[src/rtl/wtn_neuron.sv]
module wtn_neuron #(
  parameter int N_IN   = 4,
  parameter int W_BITS = 2,
  parameter int T_BITS = 2
) (
  input  logic       clk,
  input  logic       rst_n,
  input  logic [7:0] sense_a,
  input  logic [7:0] sense_b,
  output logic [7:0] drive_q,
  output logic [7:0] bidir_q,
  output logic [7:0] bidir_oe
);
  localparam int S_BITS = 4;

  logic [N_IN-1:0]   x_vec;
  logic [W_BITS-1:0] wgt [N_IN];
  logic [S_BITS-1:0] gated [N_IN];
  logic [S_BITS-1:0] total;
  logic [T_BITS-1:0] th_code;
  logic [S_BITS-1:0] th_val;
  logic              fire;
  logic              unused_pins;

  assign x_vec   = sense_a[N_IN-1:0];
  assign wgt[0]  = sense_a[5:4];
  assign wgt[1]  = sense_a[7:6];
  assign wgt[2]  = sense_b[1:0];
  assign wgt[3]  = sense_b[3:2];
  assign th_code = sense_b[5:4];

  for (genvar i = 0; i < N_IN; i++) begin : g_gate
    assign gated[i] = x_vec[i] ? S_BITS'(wgt[i]) : '0;
  end

  assign total  = (gated[0] + gated[1]) + (gated[2] + gated[3]);
  assign th_val = S_BITS'(th_code) + S_BITS'(1);
  assign fire   = (total >= th_val);

  assign drive_q  = {3'b000, total, fire};
  assign bidir_q  = '0;
  assign bidir_oe = '0;

  assign unused_pins = &{1'b0, sense_b[7:6], clk, rst_n};

  p_sum_range_r2: assert property (@(posedge clk) disable iff (!rst_n)
    drive_q[4:1] <= 4'd12);

  p_fire_rule_r3: assert property (@(posedge clk) disable iff (!rst_n)
    drive_q[0] == (drive_q[4:1] > {2'b00, sense_b[5:4]}));

  p_zero_silent_r4: assert property (@(posedge clk) disable iff (!rst_n)
    (sense_a[3:0] == 4'b0000) |-> !drive_q[0]);

  p_zero_sum_r2: assert property (@(posedge clk) disable iff (!rst_n)
    (sense_a[3:0] == 4'b0000) |-> (drive_q[4:1] == 4'd0));

  p_upper_zero_r5: assert property (@(posedge clk) disable iff (!rst_n)
    drive_q[7:5] == 3'b000);

  p_bidir_off_r6: assert property (@(posedge clk) disable iff (!rst_n)
    (bidir_q == 8'h00) && (bidir_oe == 8'h00));
endmodule

[config.mk]
export PLATFORM = sky130hd
export DESIGN_NAME = wtn_neuron
export DESIGN_NICKNAME = d
export VERILOG_FILES = /design/src/rtl/wtn_neuron.sv
export SDC_FILE = /design/constraint.sdc
export NUM_CORES = 1
export LEC_CHECK = 0
export BUFFER_PORTS_ARGS = -buffer_cell sky130_fd_sc_hd__buf_4
export CORE_AREA = 2 2 39 41
export DETAILED_ROUTE_END_ITERATION = 16
export DIE_AREA = 0 0 41 43
export PLACE_DENSITY = 0.77
export RECOVER_POWER = 25
export SYNTH_ARGS = -nofsm -noshare
export SYNTH_HDL_FRONTEND = slang
export SYNTH_SLANG_ARGS = --single-unit
export TNS_END_PERCENT = 20
[constraint.sdc]
create_clock -name vclk -period 3.3
set_input_delay 0.33 -clock vclk [all_inputs]
set_output_delay 0.33 -clock vclk [all_outputs]
set_load 0.005 [all_outputs]
==> results.py, run 1 <==
metrics = {
    "route": {
        "drtPass1Iterations": 1,
        "ant_nets": 0,
        "via_count": 323,
        "drc": 0,
        "avgViaCountPerCell": 3.63,
        "finalWirelength_um": 719,
        "drtIter0Drc": 0,
        "wire_per_inst_um": 8.08,
    },
    "placement": {
        "hpwl_um": 620,
        "placed_cell_area_um2": 504,
        "port_buffers": 19,
        "routabilityCongestion": 0.634,
    },
    "timing": {
        "fin_crit_sh_pct": 101,
        "final-hold-violation-count": 0,
        "slew_violations": 0,
        "layout_setup_ws_ps": -37.4,
        "setup_viol": 1,
        "finalCriticalPeriod_ps": 3340,
        "max_freq_ghz": 0.300,
        "rsz0062_at_grt": "true",
    },
    "yosys": {
        "yosys.cell_count.top_type": "buf_4",
        "synth_area_per_cell_um2": 7.58,
        "synth-simple-area-share_pct": 12.9,
        "synth_common_cells": "20 x buf_4, 12 x inv_1, 6 x ha_1, 6 x nand2_1",
        "ys_seq_area_share_pct": 0,
        "synthAdderAreaFrac_pct": 37.2,
        "yosysUniqueCellTypes": 9,
        "yosys_warnings": 0,
        "synth_top_family_by_area": "buffers and inverters",
        "synth-compound-area-share_pct": 2.10,
        "netlist.area_leader.share_pct": 36.0,
        "syn_inst": 55,
        "yosysTopAreaCell": "buf_4",
        "synthTopCellsByArea": "buf_4 36%, fa_1 19%, ha_1 18%, inv_1 11%, and2_1 6.0%",
        "yosys.area_share.xor_xnor_pct": 0,
        "synth.cell_area_um2": 417,
        "muxShareOfSynthArea_pct": 0,
    },
    "finish": {
        "drive_gt1_share_pct": 41.1,
        "n_clock_buffer": 0,
        "fin_nets": 103,
        "diodes": 0,
        "flops_and_latches": 0,
        "seq_area_um2": 0,
        "syn2layout_area_growth_pct": 29.4,
        "fin_area_um2": 539,
        "fillers": 166,
    },
    "global_route": {
        "grt_max_degree": 3,
        "antenna_found_initial": 0,
        "overflow": 0,
        "grt_pass1_vias": 282,
        "grt_pass1_wl_um": 979,
        "grt_util_all_layers_pct": 7.44,
    },
    "outcome": {
        "violations": "negative setup slack",
        "outcome": "complete, but fails checks",
    },
    "floorplanning": {
        "io_pins": 42,
        "core_area_mm2": 0.00138,
        "die_y_um": 43,
        "rows": 14,
        "floorplan.initialDensity_pct": 30.1,
        "die_w_um": 41,
        "die_area_mm2": 0.00176,
    },
    "clock_tree": {
        "ctsHoldBuffers": 0,
    },
    "power": {
        "p_total_mw": 0.114,
        "ir_drop_uv": 131,
        "p_leak_nw": 0.321,
        "pwr_density_cell_mw_per_mm2": 212,
    },
    "critical_path": {
        "crit_type": "input pin to output pin",
        "crit_path_end_kind": "output pin",
        "crit_cells": 14,
        "crit_path_start": "sense_a[1]",
        "critical_path_arrival_ps": 3010,
        "required_ps": 2970,
        "worstPathCellList": "buf_6, and2_4, fa_1, inv_2, fa_1, inv_1, ha_2, inv_2, fa_1, inv_2, ha_4, nand2_2, o2111ai_2, buf_4",
        "max_stage_delay_ps": 540,
        "crit_fanout": 2,
        "cpMaxStageDelayCell": "fa_1",
        "critical_path_buf_inv_count": 6,
        "crit_path_end": "drive_q[0]",
        "critPathTopFamily": "adder cells",
        "crit_path_start_kind": "input pin",
    },
    "flow_run": {
        "cap_violations": 0,
    },
    "hold_path": {
        "min_path_type": "input pin to output pin",
        "hold_start": "sense_a[4]",
    },
}
-- tightest hold or removal path: cells and delay by family --
kind / cells / cell delay, ps
fa+ha+maj: 1 / 150
buf+inv: 2 / 200
simple gates: 1 / 120
-- power by group --
part	switching [mW]	leakage, nW	internal (mW)
logic	0.0502	0.321	0.0642
registers	0	0	0
clock network	0	0	0
total	0.0502	0.321	0.0642
-- layer usage --
metal	track usage, %	routed length [um]	part of all wire [%]	vias up
li1	-	-	-	158
met1	9.03	238	33	141
met2	14.4	389	54	24
met3	0	91	13	0
met4	0	0	0	0
met5	0	0	0	-
-- worst min-delay path by stage --
stage / end / slack (ps) / cells after the start
floorplan: drive_q[1] / 910 / 2
global placement: drive_q[1] / 1120 / 4
detailed placement: drive_q[1] / 1110 / 4
CTS: drive_q[1] / 1120 / 4
global route: drive_q[1] / 1190 / 4
finish: drive_q[1] / 1130 / 4
-- through the flow --
stage	hold slack (ps)	worst slack [ps]	util, %	TNS [ps]	instances
after global routing	1190	-142	39.0	-142	89
final	1130	-37.4	39.0	-37.4	89
after floorplan	910	90.1	-	0	73
after detailed placement	1110	-108	36.4	-108	89
after CTS	1120	-105	37.5	-105	89
after global placement	1120	-102	36.4	-102	89
-- cells in the final DEF, fill, tap and decap left out --
master     Yosys  layout
and2_1         4       1
and2_4         0       3
buf_4         20      18
buf_6          0       1
clkbuf_4       0       1
conb_1         1      19
fa_1           4       4
ha_1           6       4
ha_2           0       1
ha_4           0       1
inv_1         12       9
inv_2          0       3
nand2_1        6       5
nand2_2        0       1
nor2b_1        1       1
o2111ai_2      0       1
-- layout make-up --
type / instances / area, um^2 / area share, %
inverter: 12 / 45.0 / 8.35
multi-input combinational: 41 / 320 / 59.4
tap: 16 / 20.0 / 3.71
timing repair buffer: 20 / 154 / 28.5
-- repair_timing --
action,in CTS,in global routing
pin swaps,2,7
setup buffers,0,0
resized for setup,3,8
setup endpoints to repair,1,1
-- cell families after synthesis --
kind of cell / count (synthesis)
AO/OA/AOI/OAI: 1
adder cells (fa/ha/maj): 10
buffers and inverters: 32
other: 1
AND/OR/NAND/NOR: 11
(Power assumes the default switching activity.)
==> inputs of run 2 (changes only) <==
--- a/config.mk
+++ b/config.mk
@@ -9,8 +9,9 @@
 export CORE_AREA = 2 2 39 41
 export DETAILED_ROUTE_END_ITERATION = 16
 export DIE_AREA = 0 0 41 43
-export PLACE_DENSITY = 0.77
+export PLACE_DENSITY = 0.75
 export RECOVER_POWER = 25
+export SLEW_MARGIN = 10
 export SYNTH_ARGS = -nofsm -noshare
 export SYNTH_HDL_FRONTEND = slang
 export SYNTH_SLANG_ARGS = --single-unit
==> run 2 against run 1 <==
  * The flow still finishes with violations (negative setup slack)
  * Highest routed layer unchanged
  * First-iteration DRC count unchanged
  * Die area unchanged
  * Worst setup slack better by 30 ps
  * Maximum frequency up 0.91%
  * Via count down 0.62%
  * Critical endpoint unchanged
  * Clock-buffer cell count unchanged
  * Largest power group unchanged
  * Routed wire length down 9.5%
  * Design area up 1.6%
  * Non-clock buffer count up 1
  * Hold slack better by 6.4 ps
  * Cell count up 1.1%
==> results.py, run 2 (synthesized netlist as in run 1, its figures left out) <==
metrics = {
    "timing": {
        "finalCriticalPeriod_ps": 3310,
        "fin_hold_ws_ps": 1130,
        "finalSetupTns_ps": -7.31,
        "max_freq_ghz": 0.302,
        "setup_viol": 1,
        "final-hold-violation-count": 0,
        "layout_setup_ws_ps": -7.31,
        "rsz0062_at_grt": "true",
        "fin_crit_sh_pct": 100,
        "slew_violations": 0,
    },
    "clock_tree": {
        "ctsHoldBuffers": 0,
    },
    "finish": {
        "mostFrequentLayoutCell": "conb_1",
        "fillers": 162,
        "fin_area_um2": 548,
        "syn2layout_area_growth_pct": 31.5,
        "layout_common_cells": "19 x conb_1, 18 x buf_4, 10 x inv_1, 5 x nand2_1",
        "layout.cells.non_filler": 90,
        "multi_input_area_um2": 318,
        "n_clock_buffer": 0,
        "drive_gt1_share_pct": 39.2,
        "final_core_util_pct": 39.6,
        "fin_nets": 104,
        "diodes": 0,
        "seq_area_um2": 0,
        "flops_and_latches": 0,
    },
    "critical_path": {
        "required_ps": 2970,
        "crit_fanout": 2,
        "crit_path_start_kind": "input pin",
        "critical_path_arrival_ps": 2980,
        "crit_path_start": "sense_a[7]",
        "crit_path_end_kind": "output pin",
        "crit_path_end": "drive_q[0]",
        "crit_type": "input pin to output pin",
    },
    "route": {
        "wire_per_inst_um": 7.23,
        "drtPass1Iterations": 1,
        "drc": 0,
        "ant_nets": 0,
        "finalWirelength_um": 651,
        "via_count": 321,
        "avgViaCountPerCell": 3.57,
        "drtIter0Drc": 0,
    },
    "outcome": {
        "violations": "negative setup slack",
        "outcome": "complete, but fails checks",
    },
    "placement": {
        "hpwl_um": 611,
        "placed_cell_area_um2": 504,
        "place_ws_ps": -112,
        "port_buffers": 19,
        "routabilityCongestion": 0.627,
        "dp_cells": 89,
    },
    "global_route": {
        "grt_util_all_layers_pct": 6.92,
        "antenna_found_initial": 0,
        "grt_max_degree": 3,
        "overflow": 0,
        "grt_pass1_vias": 268,
        "grt_pass1_wl_um": 910,
    },
    "power": {
        "ir_drop_uv": 135,
        "pwr_density_cell_mw_per_mm2": 206,
        "p_total_mw": 0.113,
        "p_leak_nw": 0.326,
    },
    "floorplanning": {
        "rows": 14,
        "die_w_um": 41,
        "core_area_mm2": 0.00138,
        "floorplan.initialDensity_pct": 30.1,
        "die_area_mm2": 0.00176,
        "io_pins": 42,
        "die_y_um": 43,
    },
    "hold_path": {
        "min_path_type": "input pin to output pin",
    },
    "flow_run": {
        "cap_violations": 0,
    },
}
## run 2: cell types whose count changed in the layout (fill, tap and decap cells not counted)
cell	delta
and2_1	+1
and2_4	-1
buf_6	+1
inv_1	+1
inv_2	-1
## run 2: power breakdown
group / total, mW / switching (mW) / internal [mW]
Combinational: 0.113 / 0.0487 / 0.0644
Sequential: 0 / 0 / 0
Clock: 0 / 0 / 0
Total: 0.113 / 0.0487 / 0.0644
## run 2: routing by layer
metal	global-route usage, %	wire length, um
met3	0	91
met1	8.33	233
met5	0	0
met4	0	0
met2	13.4	325
## run 2: worst min-delay path by stage
stage | cells after the start | slack (ps) | start | endpoint
4_1_cts | 4 | 1130 | sense_a[4] | drive_q[1]
3_3_place_gp | 4 | 1120 | sense_a[4] | drive_q[1]
3_5_place_dp | 4 | 1120 | sense_a[4] | drive_q[1]
6_report | 4 | 1130 | sense_a[4] | drive_q[1]
2_1_floorplan | 2 | 910 | sense_a[0] | drive_q[1]
5_1_grt | 4 | 1180 | sense_a[4] | drive_q[1]
## run 2: area by class of cell
cell class / count / area share [%]
inverters: 12 / 8.22
multi-input cells: 41 / 58.0
well taps: 16 / 3.65
repair buffers: 21 / 30.1
## run 2: timing repair
item / in CTS / in global routing
endpoints found under the hold margin: 0 / 0
resized for setup: 10 / 0
pin swaps: 8 / 3
buffers inserted: 1 / 0
endpoints found under the setup margin: 1 / 1
## run 2: critical path, cell delays in order
cell and delay [ps]:
buf_6 90, and2_4 150, fa_1 540, inv_1 50
fa_1 420, inv_1 70, ha_2 160, inv_2 30
fa_1 490, inv_2 50, ha_4 260, nand2_2 50
o2111ai_2 150, buf_4 130
